File: src/rtl/chm_pkg.sv
package chm_pkg;
  localparam int N_SLOT = 3;
  localparam int SEL_W  = 2;
  localparam int FLD_W  = 4;

  typedef enum logic [SEL_W-1:0] {
    SEL_S0   = 2'd0,
    SEL_S1   = 2'd1,
    SEL_S2   = 2'd2,
    SEL_NONE = 2'd3
  } sel_e;
endpackage

File: src/rtl/chm_regs.sv
module chm_regs
  import chm_pkg::*;
#(
  parameter int N_CH   = 32,
  parameter int DATA_W = 32,
  parameter int ADDR_W = 3
) (
  input  logic                  clk_i,
  input  logic                  rst_ni,
  input  logic                  wr_en_i,
  input  logic [ADDR_W-1:0]     wr_addr_i,
  input  logic [DATA_W-1:0]     wr_data_i,
  input  logic [ADDR_W-1:0]     rd_addr_i,
  output logic [DATA_W-1:0]     rd_data_o,
  output logic [N_CH*FLD_W-1:0] fld_o,
  output logic [N_CH-1:0]       leg_o,
  output logic [N_CH-1:0]       fld_wins_o
);
  localparam int CH_PER_W  = DATA_W / FLD_W;
  localparam int FLD_WORDS = N_CH / CH_PER_W;
  localparam int LEG_ADDR  = FLD_WORDS;

  logic [N_CH*FLD_W-1:0] fld_q;
  logic [N_CH-1:0]       leg_q;
  logic [N_CH-1:0]       fld_wins_q;
  logic                  wr_leg;

  assign wr_leg = wr_en_i && (wr_addr_i == ADDR_W'(LEG_ADDR));

  always_ff @(posedge clk_i or negedge rst_ni) begin
    if (!rst_ni) begin
      fld_q      <= '0;
      leg_q      <= '0;
      fld_wins_q <= '0;
    end else if (wr_en_i) begin
      if (wr_leg) begin
        leg_q      <= wr_data_i[N_CH-1:0];
        fld_wins_q <= '0;  // legacy write takes every channel back
      end
      for (int c = 0; c < N_CH; c++) begin
        if (wr_addr_i == ADDR_W'(c / CH_PER_W)) begin
          fld_q[c*FLD_W +: FLD_W] <= wr_data_i[(c % CH_PER_W)*FLD_W +: FLD_W];
          fld_wins_q[c]           <= 1'b1;
        end
      end
    end
  end

  always_comb begin
    rd_data_o = '0;
    if (rd_addr_i == ADDR_W'(LEG_ADDR)) rd_data_o[N_CH-1:0] = leg_q;
    for (int c = 0; c < N_CH; c++) begin
      if (rd_addr_i == ADDR_W'(c / CH_PER_W))
        rd_data_o[(c % CH_PER_W)*FLD_W +: FLD_W] = fld_q[c*FLD_W +: FLD_W];
    end
  end

  assign fld_o      = fld_q;
  assign leg_o      = leg_q;
  assign fld_wins_o = fld_wins_q;
endmodule

File: src/rtl/chm_sel.sv
module chm_sel
  import chm_pkg::*;
#(
  parameter int N_CH = 32
) (
  input  logic [N_CH*FLD_W-1:0] fld_i,
  input  logic [N_CH-1:0]       leg_i,
  input  logic [N_CH-1:0]       fld_wins_i,
  output logic [N_CH*SEL_W-1:0] sel_o
);
  for (genvar c = 0; c < N_CH; c++) begin : g_ch
    logic [FLD_W-1:0] fld;
    sel_e             sel;
    assign fld = fld_i[c*FLD_W +: FLD_W];
    always_comb begin
      if (!fld_wins_i[c])            sel = leg_i[c] ? SEL_S1 : SEL_S0;
      else if (fld > FLD_W'(SEL_S2)) sel = SEL_NONE;
      else                           sel = sel_e'(fld[SEL_W-1:0]);
    end
    assign sel_o[c*SEL_W +: SEL_W] = sel;
  end
endmodule

File: src/rtl/chm_route.sv
module chm_route
  import chm_pkg::*;
#(
  parameter int                     N_CH    = 32,
  parameter logic [N_CH*N_SLOT-1:0] SLOT_EN = '1
) (
  input  logic [N_CH*N_SLOT-1:0] req_i,
  input  logic [N_CH*SEL_W-1:0]  sel_i,
  output logic [N_CH-1:0]        chan_req_o
);
  for (genvar c = 0; c < N_CH; c++) begin : g_ch
    logic [N_SLOT-1:0] live;
    assign live = req_i[c*N_SLOT +: N_SLOT] & SLOT_EN[c*N_SLOT +: N_SLOT];
    always_comb begin
      unique case (sel_e'(sel_i[c*SEL_W +: SEL_W]))
        SEL_S0:  chan_req_o[c] = live[0];
        SEL_S1:  chan_req_o[c] = live[1];
        SEL_S2:  chan_req_o[c] = live[2];
        default: chan_req_o[c] = 1'b0;
      endcase
    end
  end
endmodule

File: src/rtl/chan_src_mapper.sv
module chan_src_mapper
  import chm_pkg::*;
#(
  parameter int                     N_CH    = 32,
  parameter int                     DATA_W  = 32,
  parameter int                     ADDR_W  = 3,
  parameter logic [N_CH*N_SLOT-1:0] SLOT_EN =
    {{(2*N_SLOT){1'b0}}, {((N_CH-2)*N_SLOT){1'b1}}}
) (
  input  logic                   clk_i,
  input  logic                   rst_ni,
  input  logic                   wr_en_i,
  input  logic [ADDR_W-1:0]      wr_addr_i,
  input  logic [DATA_W-1:0]      wr_data_i,
  input  logic [ADDR_W-1:0]      rd_addr_i,
  output logic [DATA_W-1:0]      rd_data_o,
  input  logic [N_CH*N_SLOT-1:0] req_i,
  output logic [N_CH*SEL_W-1:0]  sel_o,
  output logic [N_CH-1:0]        chan_req_o
);
  logic [N_CH*FLD_W-1:0] fld;
  logic [N_CH-1:0]       leg;
  logic [N_CH-1:0]       fld_wins;

  chm_regs #(.N_CH(N_CH), .DATA_W(DATA_W), .ADDR_W(ADDR_W)) u_regs (
    .clk_i      (clk_i),
    .rst_ni     (rst_ni),
    .wr_en_i    (wr_en_i),
    .wr_addr_i  (wr_addr_i),
    .wr_data_i  (wr_data_i),
    .rd_addr_i  (rd_addr_i),
    .rd_data_o  (rd_data_o),
    .fld_o      (fld),
    .leg_o      (leg),
    .fld_wins_o (fld_wins)
  );

  chm_sel #(.N_CH(N_CH)) u_sel (
    .fld_i      (fld),
    .leg_i      (leg),
    .fld_wins_i (fld_wins),
    .sel_o      (sel_o)
  );

  chm_route #(.N_CH(N_CH), .SLOT_EN(SLOT_EN)) u_route (
    .req_i      (req_i),
    .sel_i      (sel_o),
    .chan_req_o (chan_req_o)
  );
endmodule

File: config.mk
export PLATFORM = sky130hd
export DESIGN_NAME = chan_src_mapper
export DESIGN_NICKNAME = d
export VERILOG_FILES = /design/src/rtl/chm_pkg.sv /design/src/rtl/chm_regs.sv /design/src/rtl/chm_sel.sv /design/src/rtl/chm_route.sv /design/src/rtl/chan_src_mapper.sv
export SDC_FILE = /design/constraint.sdc
export NUM_CORES = 1
export LEC_CHECK = 0
export ABC_AREA = 1
export BUFFER_PORTS_ARGS = -buffer_cell sky130_fd_sc_hd__buf_2
export CORE_UTILIZATION = 53
export DETAILED_ROUTE_END_ITERATION = 8
export HOLD_SLACK_MARGIN = 0.08
export PLACE_DENSITY = 0.81
export SLEW_MARGIN = 15
export SYNTH_ARGS = -nofsm -noshare
export SYNTH_HDL_FRONTEND = slang
export SYNTH_SLANG_ARGS = --single-unit
File: constraint.sdc
create_clock -name clk_i -period 1.5 [get_ports clk_i]
set_input_delay 0.3 -clock clk_i [delete_from_list [all_inputs] [get_ports clk_i]]
set_output_delay 0.3 -clock clk_i [all_outputs]
set_load 0.005 [all_outputs]
==> results of run 1 <==
metrics by stage:
step / setup WS, ps / util, % / cells / instance area [um^2] / total power [mW]
floorplan: 119 / - / 1343 / 9390 / 8.60
global placement: -146 / 64.0 / 1801 / 11100 / 10.7
detailed placement: -201 / 64.0 / 1801 / 11100 / 10.9
CTS: -365 / 70.6 / 1852 / 12200 / 16.1
global route: -473 / 75.2 / 1876 / 13000 / 18.2
finish: -404 / 75.2 / 1876 / 13000 / 17.3
worst max-delay path, stage by stage (launching register included):
cell,delay [ps]
dfrtp_1,390
inv_2,130
buf_12,180
nor2_4,40
nand2_2,90
nand2_2,80
inv_2,60
nand3_2,50
nand2_1,50
buf_2,100
area by class of cell:
| type | instances | share of cell area (%) |
|---|---|---|
| multi-input combinational | 893 | 36.6 |
| sequential | 164 | 31.6 |
| timing repair buffer | 342 | 18.4 |
| inverter | 220 | 6.42 |
| clock buffer | 19 | 3.48 |
| tap | 225 | 2.16 |
| clock inverter | 13 | 1.35 |
flip-flops by register name (all words and copies together) (netlist names):
signal,count
u_regs.leg_o,32
u_regs.fld_wins_o,4
u_regs.fld_o,128
how the worst min path moves through the flow:
stage / start / to / slack, ps / cells after the start
floorplan: rst_ni / u_regs.fld_o[0] / 4 / 0
global placement: rst_ni / u_regs.leg_o[10] / 240 / 1
detailed placement: rst_ni / u_regs.fld_o[42] / 240 / 1
CTS: wr_data_i[4] / u_regs.leg_o[4] / 90 / 3
global route: wr_data_i[23] / u_regs.leg_o[23] / 90 / 3
finish: wr_data_i[4] / u_regs.leg_o[4] / 90 / 3
layout by cell type, fill, tap and decap left out, drive strengths merged:
cell type / count
nand2: 396
buf: 339
o21ai: 257
inv: 220
dfrtp: 164
nor2: 93
nand3: 78
a21oi: 36
nand3b: 27
clkbuf: 21
clkinv: 8
bufinv: 3
a31oi: 2
nand4: 2
conb: 2
clkinvlp: 2
dlygate4sd3: 1
power by group:
part	internal (mW)	switching [mW]	total, mW
Combinational	2.84	3.78	6.62
Clock	2.73	1.89	4.62
Sequential	5.27	0.774	6.04
Total	10.8	6.45	17.3
cells by family after synthesis:
kind of cell | share of synthesized area, %
other cells | 0.0400
buf+inv | 13.5
flops | 43.7
compound gates | 16.2
simple gates | 26.6
timing repair:
action | in CTS | in global routing
hold endpoints to repair | 30 | 0
pin swaps | 61 | 48
gates cloned | 1 | 3
resized for setup | 209 | 183
buffers inserted | 17 | 22
hold buffers | 1 | 0
setup endpoints to repair | 126 | 126
layer usage:
| layer | up-vias | share of wire [%] |
|---|---|---|
| met1 | 4915 | 37 |
| met4 | 0 | 3.9 |
| met3 | 120 | 10 |
| li1 | 4799 | - |
| met2 | 645 | 49 |
| met5 | - | 0 |
==> impl_results.md, run 1 <==
* Drt first-iter violations at 1002
* Tmin final at 1900 ps
* Final hold viol count at 0
* First-pass GRT wire length at about 47000 um
* Clk sinks at 164
* Number of global-route vias before repair at 9447
* CP max FO at 8
* Met2 global-route usage at between 50% and 60%
* Lkg Pwr at 7.06 nW
* Setup slack after layout at -404 ps
* Asr flop ratio synth at 100%
* Critical Path Start: u_regs.fld_wins_o[22]
* Antenna Cells at 0
* Hpwl dp at 20400 um
* Row cnt at 48
* Syn Std Cell Area at 9380 um^2
* Flop-to-flop setup slack at 520 ps
* Footprint of the multi-input gates at 4760 um^2
* Clock-pin slew on the worst setup and hold paths at approximately 70 ps
* Worst reg-to-reg path cell count at 4
* Final Max Tran Viols at 0
* CP Class: reg2out
* Worst setup SP type: register
* Commonest cells in the netlist: nand2_1 (395), inv_1 (216), o21ai_0 (206)
* Max cap viols at 0
* Via density at 5.59
* Largest area contributor in the netlist: dfrtp_1
* Synth warn at 0
* Worst R2R Start: u_regs.fld_o[107]
* TritonCTS buffer count at 17
* IO Pins at ~270
* Layout cells sized above 1 at 37.3%
* Netlist cell types at 24
* Critical Path RT at 1200 ps
* Violated checks: negative setup slack
* Peak VDD IR at approximately 1.1 mV
* Most frequent cell after synthesis: nand2_1
* Initial DRT Pass Iterations at 8
* RSZ-0062 raised after global routing: true
* Clk buf depth at 2
* Post-synthesis sequential area ratio at 43.7%
* GRT Overall Usage at about a third
* Die width at 135 um
* Placer Congestion at 0.875
* FF+latch area at a little over 4000 um^2
* Mapped Cells at 1342
* Skew final at 0 ps
* Syn avg cell area at around 7 um^2
* Die area at 18200 um^2
* Status: complete, but fails checks
* CTS tree: yes
* Grt met1 use at 42.8%
* Clk Latency, worst-skew pair at 430 ps
* Number of synthesized flops with an enable pin at 0
* Top Usage Layer GRT: met2
* Crit. End Element: output pin
* CP endpoint: chan_req_o[16]
* Final nets at 1775
* Fillers at 1215
* DRC violations left at 0
* Share of Yosys cell area claimed by the top area cell type at 43.7%
* Die Ht at 135 um
* Final setup viols at 126
* PortBufs at approximately 260
* Core footprint at 17300 um^2
* Initial antenna violation count at 0
* H-tree lvl count at 4
* P&R area growth vs syn at 38.7%
* Post-synthesis register bit count at 164
* Fmax at 0.525 GHz
* Global routing usage on met3 at between 6 and 7%
* Tcrit/Tclk final at 127%
* Starting Density at a little over half
* CTS root buf: clkbuf_16
* Worst Hold Class: in2reg
* CP arrival at 1600 ps
* Synth area leaders: dfrtp_1 (44%), nand2_1 (16%), o21ai_0 (11%)
* Routed Antenna Nets at 0
* Setup TNS at -28910 ps
* PwrDens at 1330 nW/um^2
* Routed len/inst at about 18 um
* Most used DFF post-synth: dfrtp_1
* Pin count of the biggest net entering global routing at 66
* Vias at 10500
* Wirelength, routed at roughly 33000 um
* Worst hold slack at 89.6 ps
* RR Endpoint: u_regs.fld_o[107]
* Total grt overflow at 0
No activity file was read; power rests on OpenSTA's default activity.
==> inputs of run 2 (changes only) <==
--- a/config.mk
+++ b/config.mk
@@ -10,7 +10,7 @@
 export CORE_UTILIZATION = 53
 export DETAILED_ROUTE_END_ITERATION = 8
 export HOLD_SLACK_MARGIN = 0.08
-export PLACE_DENSITY = 0.81
+export PLACE_DENSITY = 0.84
 export SLEW_MARGIN = 15
 export SYNTH_ARGS = -nofsm -noshare
 export SYNTH_HDL_FRONTEND = slang
==> impl_results.md, run 2 (same netlist as run 1, synthesis figures left out) <==
* Worst R2R Start: u_regs.fld_o[12]
* Initial antenna violation count at 3 (+3)
* Tcrit/Tclk final at 134% (+7.2 points)
* Fmax at 0.497 GHz (-5.3%)
* Worst Hold Endpoint: u_regs.leg_o[8]
* P&R area growth vs syn at 42.9%
* CTS root buf: clkbuf_16
* H-tree lvl count at 4 (unchanged)
* Crit path max-delay family: buffers and inverters
* PwrDens at 1340 nW/um^2 (+0.64%)
* Drt first-iter violations at 1334 (+33%)
* Cells along the critical path: inv_2, buf_12, buf_4, a21oi_4, inv_1, nand3_1, nand2_1, buf_2
* Max cap viols at 0 (unchanged)
* Lkg Pwr at 7.15 nW (+1.3%)
* CP Class: reg2out
* Worst Hold Launch: wr_data_i[8]
* CP max FO at 13 (+5)
* Area after DPL at 11000 um^2 (-0.50%)
* Final hold viol count at 0 (unchanged)
* IO Pins at 265 (unchanged)
* Setup TNS at -32820 ps (-3910 ps)
* Violated checks: negative setup slack
* Final nets at 1784 (+0.51%)
* Max reg flops at 128 (unchanged)
* TritonCTS buffer count at 17 (unchanged)
* Peak VDD IR at 1.04 mV (-5.0%)
* Number of global-route vias before repair at 9851 (+4.3%)
* Critical Path RT at 1200 ps (about the same)
* Wirelength, routed at 35600 um (+8.1%)
* Via density at 5.76 (+3.2%)
* Clk buf depth at 2 (unchanged)
* Worst path max stage delay at 360 ps (-30 ps)
* Worst setup SP type: register
* Hold path cells at 3 (unchanged)
* Flop-to-flop setup slack at 460 ps (-60 ps)
* DRC violations left at 0 (unchanged)
* Clk sinks at 164 (unchanged)
* Worst slew pin tran at 512 ps
* Crit. End Element: output pin
* CTS tree: yes
* Layout cells sized above 1 at 39.9% (+2.7 points)
* CP max-delay cell: dfrtp_1
* Clock-pin slew on the worst setup and hold paths at 60 ps (about the same)
* Status: complete, but fails checks
* GRT Overall Usage at 35.3% (+1.7 points)
* Most frequent cells in the layout: nand2_1 (290), buf_2 (233), dfrtp_1 (162)
* Most common cell after layout, fill and taps aside: nand2_1
* Pin count of the biggest net entering global routing at 66 (unchanged)
* Row cnt at 48 (unchanged)
* Setup slack after layout at -511 ps (-108 ps)
* First-pass GRT wire length at 48800 um (+3.7%)
* Initial DRT Pass Iterations at 8 (unchanged)
* Final setup viols at 126 (unchanged)
* Hpwl dp at 20600 um (+0.59%)
* Vias at 10900 (+3.8%)
* Slew headroom at 65.9%
* Clk Latency, worst-skew pair at 440 ps (about the same)
* Die Ht at 135 um (unchanged)
* Design Area, Final at 13400 um^2 (+3.0%)
* RSZ-0062 raised after global routing: true
* Total grt overflow at 0 (unchanged)
* Die width at 135 um (unchanged)
* Worst reg-to-reg path cell count at 4 (unchanged)
* WP buf/inv at 5 (+1)
* Routed Antenna Nets at 0 (unchanged)
* Core footprint at 17300 um^2 (unchanged)
* Worst Hold Class: in2reg
* CP arrival at 1710 ps (+110 ps)
* Skew final at 0 ps (unchanged)
* Routed len/inst at 18.9 um (+7.5%)
* Die area at 18200 um^2 (unchanged)
* Starting Density at 54.2% (unchanged)
* Final Max Tran Viols at 0 (unchanged)
* PortBufs at 256 (unchanged)
* Placer Congestion at 0.864 (-1.3%)
* RR Endpoint: u_regs.fld_o[12]
* Tmin final at 2010 ps (+108 ps)
-- run 2: cell count changes in the layout (fill, tap and decap cells not counted), sizes merged --
| cell | delta |
|---|---|
| dlygate4sd3 | +4 |
| buf | +3 |
| clkinv | -3 |
| clkbuf | +2 |
| clkinvlp | +2 |
| diode | +2 |
| inv | +1 |
-- run 2: worst max-delay path by stage --
stage | slack (ps) | endpoint | cells past startpoint | from
CTS | -410 | chan_req_o[17] | 9 | u_regs.fld_wins_o[22]
floorplan | 120 | chan_req_o[15] | 9 | u_regs.fld_wins_o[14]
global placement | -110 | rd_data_o[15] | 8 | rd_addr_i[1]
global route | -630 | chan_req_o[3] | 7 | u_regs.fld_wins_o[6]
detailed placement | -150 | rd_data_o[7] | 8 | rd_addr_i[1]
finish | -510 | chan_req_o[3] | 8 | u_regs.fld_wins_o[6]
-- run 2: layer usage --
metal	up-vias	share of wire, %	track usage [%]
li1	4822	-	-
met1	5024	35	42.8
met2	796	47	57.6
met3	236	11	8.11
met4	0	6.8	20.8
met5	-	0	0
-- run 2: worst min-delay path: stages --
cell and delay (ps):
buf_2 80, nand2_1 40, o21ai_0 60
-- run 2: layout make-up --
type | count | area (um^2)
Multi-Input combinational cell | 893 | 4980
Sequential cell | 164 | 4110
Fill cell | 1079 | 3890
Timing Repair Buffer | 351 | 2600
Inverter | 220 | 838
Clock buffer | 19 | 443
Tap cell | 225 | 282
Clock inverter | 13 | 158
Antenna cell | 2 | 5.00
-- run 2: through the flow --
step | hold slack, ps | instances | power [mW] | utilization (%) | setup slack, ps
4_1_cts | 80.0 | 1859 | 16.4 | 72.1 | -407
2_1_floorplan | 4.41 | 1343 | 8.60 | - | 119
3_5_place_dp | 275 | 1797 | 10.8 | 63.6 | -147
5_1_grt | 88.3 | 1887 | 18.8 | 77.5 | -628
6_report | 82.3 | 1887 | 17.9 | 77.5 | -511
3_3_place_gp | 273 | 1797 | 10.7 | 63.6 | -105
-- run 2: what timing repair did --
item                       in CTS  in global routing
resized for setup             281                193
hold buffers                    5                  0
pin swaps                      82                 74
gates cloned                    3                  5
hold endpoints to repair       40                  0
buffers inserted               22                 22
setup endpoints to repair     126                126
-- run 2: power by group --
group | total, mW | leakage [nW] | switching [mW] | internal, mW
clock | 4.53 | 0.285 | 1.87 | 2.65
combinational | 7.30 | 4.82 | 4.16 | 3.14
sequential | 6.10 | 2.05 | 0.828 | 5.27
